==> src/rtl/irq_bank_pkg.sv <==
`timescale 1ns/1ps
package irq_bank_pkg;
  typedef enum logic [1:0] {
    OP_WR   = 2'd0,
    OP_SET  = 2'd1,
    OP_CLR  = 2'd2,
    OP_NONE = 2'd3
  } reg_op_e;

  localparam logic [3:0] GRP_CTRL  = 4'h0;
  localparam logic [3:0] GRP_EVT   = 4'h4;
  localparam logic [3:0] GRP_QUEUE = 4'h6;

  localparam int QUE_W    = 8;
  localparam int QRUN_BIT = 5;
  localparam int QPIO_BIT = 2;
  localparam logic [QUE_W-1:0] QUE_KEEP = QUE_W'((1 << QRUN_BIT) | (1 << QPIO_BIT));
endpackage

==> src/rtl/irq_alias_reg.sv <==
`timescale 1ns/1ps
module irq_alias_reg
  import irq_bank_pkg::*;
#(
  parameter int W = 8,
  parameter logic [W-1:0] KEEP = {W{1'b1}}
) (
  input  logic         clk_i,
  input  logic         rst_ni,
  input  logic         clr_all_i,
  input  logic         wr_i,
  input  reg_op_e      op_i,
  input  logic [W-1:0] wdata_i,
  input  logic [W-1:0] hw_set_i,
  output logic [W-1:0] q_o
);
  logic [W-1:0] q, nxt;

  always_comb begin
    nxt = q;
    if (wr_i) begin
      case (op_i)
        OP_WR:   nxt = wdata_i;
        OP_SET:  nxt = q | wdata_i;
        OP_CLR:  nxt = q & ~wdata_i;
        default: nxt = q;
      endcase
    end
    // hardware set overrides any software update
    nxt = (nxt | hw_set_i) & KEEP;
  end

  always_ff @(posedge clk_i or negedge rst_ni) begin
    if (!rst_ni)        q <= '0;
    else if (clr_all_i) q <= '0;
    else                q <= nxt;
  end

  assign q_o = q;
endmodule

==> src/rtl/irq_reduce.sv <==
`timescale 1ns/1ps
module irq_reduce #(
  parameter int N = 8
) (
  input  logic         clk_i,
  input  logic         rst_ni,
  input  logic         clr_all_i,
  input  logic [N-1:0] stat_i,
  input  logic [N-1:0] en_i,
  output logic         irq_o
);
  always_ff @(posedge clk_i or negedge rst_ni) begin
    if (!rst_ni)        irq_o <= 1'b0;
    else if (clr_all_i) irq_o <= 1'b0;
    else                irq_o <= |(stat_i & en_i);
  end
endmodule

==> src/rtl/irq_bank.sv <==
`timescale 1ns/1ps
module irq_bank
  import irq_bank_pkg::*;
#(
  parameter int EVT_W  = 8,
  parameter int ADDR_W = 8,
  parameter int DATA_W = 32
) (
  input  logic              clk_i,
  input  logic              rst_ni,
  input  logic              wr_en_i,
  input  logic [ADDR_W-1:0] addr_i,
  input  logic [DATA_W-1:0] wdata_i,
  output logic [DATA_W-1:0] rdata_o,
  input  logic [EVT_W-1:0]  evt_i,
  output logic              irq_o,
  output logic              queue_run_o,
  output logic              pio_mode_o
);
  localparam int INT_W    = 2 * EVT_W;
  localparam int GRP_W    = ADDR_W - 4;
  localparam int SRST_BIT = DATA_W - 1;

  logic [GRP_W-1:0] grp;
  reg_op_e          op;
  logic             srst, evt_wr, que_wr;
  logic [INT_W-1:0] int_q;
  logic [QUE_W-1:0] que_q;
  logic             unused_bits;

  assign grp = addr_i[ADDR_W-1:4];
  assign op  = reg_op_e'(addr_i[3:2]);

  assign srst   = wr_en_i && (grp == GRP_W'(GRP_CTRL)) &&
                  (op == OP_WR || op == OP_SET) && wdata_i[SRST_BIT];
  assign evt_wr = wr_en_i && (grp == GRP_W'(GRP_EVT));
  assign que_wr = wr_en_i && (grp == GRP_W'(GRP_QUEUE));

  irq_alias_reg #(.W(INT_W)) evt_reg_i (
    .clk_i    (clk_i),
    .rst_ni   (rst_ni),
    .clr_all_i(srst),
    .wr_i     (evt_wr),
    .op_i     (op),
    .wdata_i  (wdata_i[INT_W-1:0]),
    .hw_set_i ({{EVT_W{1'b0}}, evt_i}),
    .q_o      (int_q)
  );

  irq_alias_reg #(.W(QUE_W), .KEEP(QUE_KEEP)) que_reg_i (
    .clk_i    (clk_i),
    .rst_ni   (rst_ni),
    .clr_all_i(srst),
    .wr_i     (que_wr),
    .op_i     (op),
    .wdata_i  (wdata_i[QUE_W-1:0]),
    .hw_set_i ('0),
    .q_o      (que_q)
  );

  irq_reduce #(.N(EVT_W)) irq_i (
    .clk_i    (clk_i),
    .rst_ni   (rst_ni),
    .clr_all_i(srst),
    .stat_i   (int_q[EVT_W-1:0]),
    .en_i     (int_q[INT_W-1:EVT_W]),
    .irq_o    (irq_o)
  );

  always_comb begin
    rdata_o = '0;
    if (grp == GRP_W'(GRP_EVT))        rdata_o = DATA_W'(int_q);
    else if (grp == GRP_W'(GRP_QUEUE)) rdata_o = DATA_W'(que_q);
  end

  assign queue_run_o = que_q[QRUN_BIT];
  assign pio_mode_o  = que_q[QPIO_BIT];
  assign unused_bits = ^{addr_i[1:0], wdata_i[SRST_BIT-1:INT_W]};
endmodule


==> config.mk <==
export PLATFORM = sky130hd
export DESIGN_NAME = irq_bank
export DESIGN_NICKNAME = d
export VERILOG_FILES = /design/src/rtl/irq_bank_pkg.sv /design/src/rtl/irq_alias_reg.sv /design/src/rtl/irq_reduce.sv /design/src/rtl/irq_bank.sv
export SDC_FILE = /design/constraint.sdc
export NUM_CORES = 1
export LEC_CHECK = 0
export BUFFER_PORTS_ARGS = -buffer_cell sky130_fd_sc_hd__buf_2
export CAP_MARGIN = 5
export CELL_PAD_IN_SITES_DETAIL_PLACEMENT = 0
export CELL_PAD_IN_SITES_GLOBAL_PLACEMENT = 1
export CORE_MARGIN = 2
export CORE_UTILIZATION = 27
export DETAILED_ROUTE_END_ITERATION = 10
export GPL_ROUTABILITY_DRIVEN = 0
export PLACE_DENSITY = 0.84
export SYNTH_ARGS = -nofsm -noshare
export SYNTH_HDL_FRONTEND = slang
export SYNTH_HIERARCHICAL = 1
export SYNTH_SLANG_ARGS = --single-unit
==> constraint.sdc <==
create_clock -name clk_i -period 0.8 [get_ports clk_i]
set_input_delay 0.12 -clock clk_i [delete_from_list [all_inputs] [get_ports clk_i]]
set_output_delay 0.12 -clock clk_i [all_outputs]
set_load 0.01 [all_outputs]
==> out/qor.yml, run 1 <==
status: "complete, but fails checks"
violations: "negative setup slack"
startpoint_type: "input port"
p_int_mw: 1.616
cts_root_buffer: "clkbuf_8"
p_comb_share_pct: 26.3
syn-cell-area_um2: 1416
path_class: "input port to flip-flop"
grt_use_met2_pct: 25.93
synth_area_leader_cell: "dfrtp_1"
nFillCells: 522
critPathSlowestCell: "or3b_4"
setup_viol_count_final: 38
die_h_um: 76.43
ys_seq_area_share_pct: 33.57
synth_area_leaders: "dfrtp_1 34%, buf_4 13%, a21oi_1 7.1%"
wl_per_cell_um: 14.48
grt_setup_unrepaired: "yes"
max_freq_mhz: 785.4
yosys_warnings: 6
fin_hold_ws_ns: 0.1197
die_area_um2: 5841
finalHoldViolCount: 0
synth_seq_cells: 19
drive_gt1_share_pct: 49.80
ir_drop_mv: 0.4879
cpPeakStageDelay_ns: 0.41
grt_max_degree: 20
cts_buffer_depth: 2
arrival_ns: 1.46
p_seq_share_pct: 44.4
cts_tree: "yes"
synthSimpleGateAreaFrac_pct: 20.67
start_util_pct: 27.91
stdcell_count: 317
cp.required_ns: 0.98
numCtsBuffers: 3
post-route-period-util_pct: 159.1
avgSynthCellArea_um2: 8.636
critPathMaxFanout: 8
synth_cells: 164
setup_ws_ns: -0.4732
dr.pass1.iters: 4
cts.sinks: 19
dp_slack_ns: -0.7752
grt_pass1_vias: 1390
ioPinCount: 86
switching_power_mw: 0.6378
ant_nets: 0
swShare_pct: 28.30
leakagePower_nw: 1.040
slew_violations: 0
synth_fa_ha_area_share_pct: 0
power.density_nw_per_um2: 991.7
nets: 299
clock_latency_ns: 0.26
critPathCaptureType: "flip-flop"
grt_util_met1_pct: 19.35
synth_compound_area_share_pct: 23.23
synth-async-reset-ratio_pct: 100.0
die_w_um: 76.43
gr-max-usage-layer: "met2"
drtIter0Drc: 40
dp.cells: 299
drt-total-wl_um: 4589
fin_skew_ns: 0.003783
synth_edf_count: 0
groute.usage.overall_pct: 15.23
core_area_um2: 5075
synth_top_flop_cell: "dfrtp_1"
yosysTopAreaCellShare_pct: 33.57
rows: 26
drcViolationCount: 0
dpl.hpwl_um: 2988
path_clk_slew_ns: 0.07
p_clk_share_pct: 29.3
power_mw: 2.253
yosys-mux-area-fraction_pct: 5.654
use_met3_pct: 2.251
portBuffers: 52
synthTopCellsByCount: "25 x buf_4, 20 x a21oi_1, 19 x dfrtp_1, 16 x a31oi_1, 11 x and2b_1"
gr-total-overflow: 0
vias: 1437
cts_max_level: 1
via_per_inst: 4.533
hp-class: "input port to flip-flop"
cp_cell_sequence: "buf_6 > or3b_4 > nor3b_4 > buf_4 > buf_8 > a31oi_1 > a21oi_2"
synth.distinct_cells: 27
period_needed_ns: 1.273
synth_xor_area_share_pct: 0
fin_area_um2: 2272
yosysMostFrequentCell: "buf_4"
max_cap_violations: 0
grt_pass1_wl_um: 7155
antenna_cells: 0
grt_antenna_before_repair: 0
post_dp_cell_area_um2: 1775
synth_top_family_by_area: "compound AO/OA/AOI/OAI gates"
syn_to_final_growth_pct: 60.42
power by group through the flow:
stage          Combinational, mW  Clock, mW  Sequential (mW)
2_1_floorplan              0.320          0             1.01
3_3_place_gp               0.444          0             1.02
3_5_place_dp               0.451          0             1.02
4_1_cts                    0.535      0.676            0.999
5_1_grt                    0.645      0.709             1.00
6_report                   0.592      0.660             1.00
sequential cells by signal, summed over array words and instances (netlist names):
register / count
que_reg_i/q_o: 2
evt_reg_i/q_o: 16
irq_i/irq_o: 1
path summary, 6_finish.rpt:
path	from	slack [ns]	depth (start not counted)	endpoint
max	addr_i[7]	-0.47	7	evt_reg_i/q_o[3]
min	evt_i[7]	0.12	3	evt_reg_i/q_o[7]
max reg2reg	evt_reg_i/q_o[0]	-0.22	3	irq_i/irq_o
min reg2reg	evt_reg_i/q_o[12]	0.56	2	evt_reg_i/q_o[12]
max in group asynchronous	rst_ni	0.16	2	evt_reg_i/q_o[11]
min in group asynchronous	rst_ni	0.34	2	evt_reg_i/q_o[2]
cell type report:
type	count	area, um2	area share [%]
repair buffers	79	645.6	28.41
flip-flops and latches	19	475.5	20.93
well taps	70	87.58	3.855
inverters	1	3.754	0.1652
multi-input cells	144	1013	44.60
clock inverters	1	5.005	0.2203
clock buffers	3	41.29	1.817
through the flow:
stage | TNS (ns) | util (%)
floorplan | -11.59 | -
global placement | -19.11 | 34.99
detailed placement | -19.42 | 34.99
CTS | -13.34 | 42.01
global route | -15.09 | 44.77
finish | -13.87 | 44.77
metal layers:
layer,wire (um),vias up
met5,0,-
met4,65,0
met3,242,6
met2,2304,60
met1,1976,676
li1,-,695
kinds of logic after synthesis:
group / Yosys count
multiplexers: 8
AO/OA/AOI/OAI: 59
AND/OR/NAND/NOR: 44
other: 2
flip-flops: 19
buffers and inverters: 32
worst max-delay path, delay by kind of cell:
family	cells	cell delay [ns]
compound gates	2	0.28
buf+inv	3	0.38
simple gates	2	0.67
what timing repair did:
| item | CTS | global route |
|---|---|---|
| cloned | 4 | 0 |
| endpoints found under the setup margin | 38 | 38 |
| setup buffers | 6 | 5 |
| hold buffers | 1 | 0 |
| pin swaps | 28 | 17 |
| endpoints found under the hold margin | 19 | 0 |
| gates resized for setup | 46 | 30 |
placed cells by master, fill, tap and decap left out, types with 2 or more instances in the layout:
master	count
o21ai_2	12
mux2i_1	8
a31oi_1	12
nor2_1	7
nor2b_1	8
buf_6	22
a22oi_1	3
a21oi_1	15
and2_4	8
o21ai_1	6
dfrtp_1	19
a21oi_2	5
buf_4	13
nor2_2	2
and2b_1	11
nand2b_4	2
a31oi_4	2
buf_2	39
clkbuf_8	3
a31oi_2	2
conb_1	32
Power figures use the tool's default switching activity.
==> run 2, diff against run 1 <==
- clock period: 0.8 -> 1.1 ns (I/O delays scaled with it)
==> run 2 against run 1 <==
  * The run still ends with negative setup slack left
  * Clock skew is 0.0017 ns lower
  * Count of clock-buffer cells in the layout is 1 higher
  * Design area is 5.3% lower
  * Cell count is 1.6% lower
  * Power is 28% lower
  * Highest routed layer unchanged
  * Worst hold slack better by 0.058 ns
  * Global-route usage is 1.3 points lower
  * Non-clock buffer count is 5 lower
  * Register-to-register slack better by 0.30 ns
  * Sequential cell count stayed put
  * Routed wire length is 5.7% lower
  * Sequential share of layout area is 1.2 points higher
==> out/qor.yml, run 2 (same netlist as run 1, synthesis figures left out) <==
status: "complete, but fails checks"
violations: "negative setup slack"
fin_skew_ns: 0.002036  # -0.001747 ns
via_per_inst: 4.452  # -1.8%
ant_nets: 0  # unchanged
min-delay-start: "evt_i[6]"
ir_drop_mv: 0.3548  # -27%
slew_violations: 0  # unchanged
drt-total-wl_um: 4326  # -5.7%
largest_reg_flops: 16  # unchanged
nets: 294  # -1.7%
fin_area_um2: 2152  # -5.3%
cts_root_buffer: "clkbuf_8"
p_clk_share_pct: 30.1  # +0.8 points
wl_per_cell_um: 13.87  # -4.2%
cts_max_level: 1  # unchanged
critPathSlowestCell: "or3b_4"
cts_tree: "yes"
setup_viol_count_final: 34  # -11%
path_class: "input port to flip-flop"
die_h_um: 76.43  # unchanged
grt_max_degree: 20  # unchanged
cp.required_ns: 1.28  # +0.30 ns
critPathMaxFanout: 8  # unchanged
finalHoldViolCount: 0  # unchanged
dp_slack_ns: -0.5185  # +0.2567 ns
grt_pass1_vias: 1325  # -4.7%
core_area_um2: 5075  # unchanged
startpoint: "addr_i[7]"
switching_power_mw: 0.4559  # -29%
rows: 26  # unchanged
critical-path-top-delay-family: "simple AND/OR/NAND/NOR gates"
drive_gt1_share_pct: 46.28  # -3.5 points
startpoint_type: "input port"
hp-class: "input port to flip-flop"
syn_to_final_growth_pct: 51.94
arrival_ns: 1.51  # +0.05 ns
crit_buf_inv: 3  # unchanged
ioPinCount: 86  # unchanged
antenna_cells: 0  # unchanged
max_cap_violations: 0  # unchanged
cp_cell_sequence: "buf_6 > or3b_4 > nor3b_4 > buf_6 > buf_8 > a31oi_4 > a21oi_2"
crit_top_cell: "buf_6"
power_mw: 1.620  # -28%
p_comb_share_pct: 24.9  # -1.4 points
cpPeakStageDelay_ns: 0.41  # about the same
stdcell_count: 312  # -1.6%
drcViolationCount: 0  # unchanged
dpl.hpwl_um: 2995  # +0.25%
vias: 1389  # -3.3%
start_util_pct: 27.91  # unchanged
post_dp_cell_area_um2: 1752  # -1.3%
layout_commonest_cell: "buf_2"
cts.sinks: 19  # unchanged
p_int_mw: 1.165  # -28%
power.density_nw_per_um2: 753.0  # -24%
drtIter0Drc: 71  # +78%
grt_antenna_before_repair: 0  # unchanged
numCtsBuffers: 3  # unchanged
critPathCaptureType: "flip-flop"
die_area_um2: 5841  # unchanged
cts_buffer_depth: 2  # unchanged
reg2reg_from: "evt_reg_i/q_o[5]"
dr.pass1.iters: 4  # unchanged
leakagePower_nw: 0.9914  # -4.7%
path_clk_slew_ns: 0.07  # about the same
clock_latency_ns: 0.25  # about the same
groute.usage.overall_pct: 13.92  # -1.3 points
grt_pass1_wl_um: 6568  # -8.2%
gr-total-overflow: 0  # unchanged
period_needed_ns: 1.323
dp.cells: 297  # -0.67%
max_freq_mhz: 755.8
post-route-period-util_pct: 120.3
setup_ws_ns: -0.2231  # +0.2501 ns
portBuffers: 52  # unchanged
final_cell_mix: "42 x buf_2, 32 x conb_1, 19 x dfrtp_1, 18 x a21oi_1"
grt_setup_unrepaired: "yes"
die_w_um: 76.43  # unchanged
swShare_pct: 28.13  # -0.17 points
p_seq_share_pct: 44.9  # +0.5 points
==> run 2: cell types whose count changed in the layout (fill, tap and decap cells not counted), moves of 2 or more <==
cell,before,now
buf_6,22,15
a21oi_1,15,18
a21oi_2,5,2
a31oi_1,12,15
buf_2,39,42
a31oi_2,2,0
clkbuf_16,0,2
==> run 2: power groups by stage <==
stage / combinational (mW) / clock (mW) / sequential, mW
global route: 0.443 / 0.535 / 0.729
detailed placement: 0.323 / 0 / 0.740
CTS: 0.369 / 0.503 / 0.727
floorplan: 0.232 / 0 / 0.735
global placement: 0.317 / 0 / 0.739
finish: 0.404 / 0.488 / 0.728
==> run 2: metal layers <==
| layer | track usage [%] | vias to the layer above | part of all wire, % |
|---|---|---|---|
| met5 | 0 | - | 0 |
| met4 | 5.636 | 0 | 0.79 |
| met3 | 2.251 | 2 | 5.2 |
| met2 | 22.65 | 44 | 51 |
| met1 | 18.35 | 655 | 43 |
| li1 | - | 688 | - |
==> run 2: stage by stage <==
step / util [%] / TNS (ns) / hold WS (ns)
detailed placement: 34.52 / -11.65 / 0.1333
CTS: 38.66 / -4.571 / 0.1777
global route: 42.41 / -6.238 / 0.1782
finish: 42.41 / -5.088 / 0.1775
floorplan: - / -5.902 / -0.1306
global placement: 34.52 / -10.94 / 0.1310
==> run 2: cell type report <==
cell class	instances	area, um2
clock buffers	4	45.04
fillers	510	2923
inverters	1	3.754
multi-input cells	144	975.9
flip-flops and latches	19	475.5
well taps	70	87.58
repair buffers	74	564.3
==> run 2: what timing repair did <==
| action | CTS | global route |
|---|---|---|
| buffers inserted | 2 | 4 |
| resized for setup | 35 | 25 |
| hold endpoints to repair | 19 | 0 |
| hold buffers | 1 | 0 |
| pin swaps | 24 | 9 |
| gates cloned | 2 | 2 |
| setup endpoints to repair | 34 | 35 |
==> run 2: worst reg2reg max path: stages (launching register included) <==
cell	delay (ns)
dfrtp_1	0.41
buf_4	0.15
a22oi_1	0.19
a41oi_2	0.14
==> run 2: final timing paths <==
| path | end | slack, ns | depth (start not counted) |
|---|---|---|---|
| max | evt_reg_i/q_o[5] | -0.22 | 7 |
| min | evt_reg_i/q_o[6] | 0.18 | 3 |
| max reg2reg | irq_i/irq_o | 0.08 | 3 |
| min reg2reg | evt_reg_i/q_o[6] | 0.56 | 2 |
| max in group asynchronous | que_reg_i/q_o[2] | 0.42 | 2 |
| min in group asynchronous | evt_reg_i/q_o[12] | 0.38 | 2 |
==> run 3, diff against run 2 <==
- CORE_UTILIZATION: 27 -> 30
- PLACE_DENSITY: 0.84 -> 0.87
- clock period: 1.1 -> 1.5 ns (I/O delays scaled with it)
==> run 3 against run 2 <==
  * The run now ends clean
  * Register-to-register slack better by 0.52 ns
  * Power down 31%
  * Worst setup slack better by 0.29 ns
  * Highest routed layer unchanged
  * Critical endpoint is now rdata_o[3]
==> out/qor.yml, run 3 (same netlist as run 1, synthesis figures left out) <==
timing.rr.end: "irq_i/irq_o"
post_dp_cell_area_um2: 1699  # -3.0%
path_clk_slew_ns: 0.07  # about the same
drcViolationCount: 0  # unchanged
cts_buffer_depth: 2  # unchanged
numCtsBuffers: 3  # unchanged
hold_end: "evt_reg_i/q_o[2]"
setup_ws_ns: 0.06460  # +0.2877 ns
use_met3_pct: 2.624  # +0.37 points
gr-max-usage-layer: "met2"
p_int_mw: 0.8109  # -30%
reg2reg_from: "evt_reg_i/q_o[0]"
die_area_um2: 5287  # -9.5%
final_cell_mix: "52 x buf_2, 32 x conb_1, 20 x a21oi_1, 19 x dfrtp_1, 16 x a31oi_1"
arrival_ns: 1.21  # -0.30 ns
post-cts-setup-buffers: 0  # -2
wl_per_cell_um: 13.51  # -2.6%
fin_skew_ns: 0.001673  # -0.0003630 ns
setup_viol_count_final: 0  # -100%
drive_gt1_share_pct: 29.82  # -16 points
max_cap_violations: 0  # unchanged
clock_latency_ns: 0.25  # about the same
nFillCells: 480  # -5.9%
r2r_cells: 2  # -1
dpl.hpwl_um: 2829  # -5.6%
gr-total-overflow: 0  # unchanged
fin_area_um2: 1774  # -18%
min_path_cells: 3  # unchanged
leakagePower_nw: 0.8578  # -13%
swShare_pct: 27.37  # -0.76 points
vias: 1309  # -5.8%
syn_to_final_growth_pct: 25.26
cts_root_buffer: "clkbuf_8"
path_class: "input port to output port"
status: "completed"
largest_reg_flops: 16  # unchanged
p_clk_share_pct: 31.5  # +1.4 points
hp-class: "input port to flip-flop"
cts_max_level: 1  # unchanged
startpoint_type: "input port"
layout_commonest_cell: "buf_2"
finalHoldViolCount: 0  # unchanged
min-delay-start: "evt_i[2]"
critPathMaxFanout: 9  # +1
grt_antenna_before_repair: 0  # unchanged
grt_use_met2_pct: 22.93  # +0.27 points
ioPinCount: 86  # unchanged
rows: 24  # -7.7%
die_w_um: 72.71  # -4.9%
cp.required_ns: 1.27  # about the same
die_h_um: 72.71  # -4.9%
via_per_inst: 4.675  # +5.0%
power.density_nw_per_um2: 629.3  # -16%
grt_util_met1_pct: 19.86  # +1.5 points
dr.pass1.iters: 4  # unchanged
start_util_pct: 31.87  # +4.0 points
p_seq_share_pct: 47.7  # +2.8 points
portBuffers: 52  # unchanged
grt_max_degree: 22  # +10%
ir_drop_mv: 0.2662  # -25%
grt_pass1_vias: 1270  # -4.2%
max_freq_mhz: 696.7
drt-total-wl_um: 3782  # -13%
core_area_um2: 4444  # -12%
nets: 280  # -4.8%
groute.usage.overall_pct: 14.12  # +0.20 points
slew_violations: 0  # unchanged
rrSetupSlack_ns: 0.60  # +0.52 ns
fin_hold_ws_ns: 0.2402  # +0.06275 ns
switching_power_mw: 0.3056  # -33%
ant_nets: 0  # unchanged
grt_pass1_wl_um: 5954  # -9.3%
drtIter0Drc: 46  # -35%
period_needed_ns: 1.435
antenna_cells: 0  # unchanged
p_comb_share_pct: 20.8  # -4.1 points
cts.sinks: 19  # unchanged
dp_slack_ns: -0.2035  # +0.3150 ns
post-route-period-util_pct: 95.69
critPathCaptureType: "output port"
cts_tree: "yes"
## run 3: metal layers
layer  routed length (um)  part of all wire, %  up-vias
met3                  211                  5.6        2
met2                 1816                   48       42
met4                    8                 0.21        0
li1                     -                    -      661
met5                    0                    0        -
met1                 1747                   46      604
## run 3: worst max path at each step
stage                         start                 to  slack (ns)
after CTS                 addr_i[7]   evt_reg_i/q_o[1]        0.06
after global placement    addr_i[7]  evt_reg_i/q_o[12]       -0.17
final                     addr_i[7]         rdata_o[3]        0.06
after detailed placement  addr_i[7]   evt_reg_i/q_o[5]       -0.20
after global routing      addr_i[7]   evt_reg_i/q_o[3]       -0.03
after floorplan           addr_i[7]  evt_reg_i/q_o[10]       -0.05
## run 3: per-stage QoR
stage | power, mW | std cells | utilization, % | TNS (ns)
after floorplan | 0.7088 | 194 | - | -0.4964
after global placement | 0.7630 | 275 | 38.23 | -2.472
after detailed placement | 0.7670 | 275 | 38.23 | -2.963
after CTS | 1.120 | 280 | 39.50 | 0
after global routing | 1.171 | 280 | 39.92 | -0.03055
final | 1.117 | 280 | 39.92 | 0
## run 3: critical path, cell delays in order
cell and delay, ns:
buf_2 0.11, or3b_1 0.44, buf_4 0.20, nor2_1 0.10, buf_2 0.13
## run 3: power by group through the flow
stage / logic (mW) / registers, mW / clock network (mW)
after floorplan: 0.169 / 0.539 / 0
after global placement: 0.221 / 0.542 / 0
after detailed placement: 0.224 / 0.543 / 0
after CTS: 0.227 / 0.533 / 0.360
after global routing: 0.260 / 0.534 / 0.377
final: 0.232 / 0.533 / 0.352
## run 3: timing repair
action / CTS / global route
setup endpoints to repair: 0 / 6
gates resized for setup: 0 / 3
endpoints found under the hold margin: 19 / 0
hold buffers: 1 / 0
## run 3: area by class of cell
class                           instances  area [um2]  area share [%]
Multi-Input combinational cell        143       837.1           47.18
Sequential cell                        19       475.5           26.80
Timing Repair Buffer                   61       346.6           19.53
Tap cell                               52       65.06           3.667
Clock buffer                            3       41.29           2.327
Clock inverter                          1       5.005          0.2821
Inverter                                1       3.754          0.2116
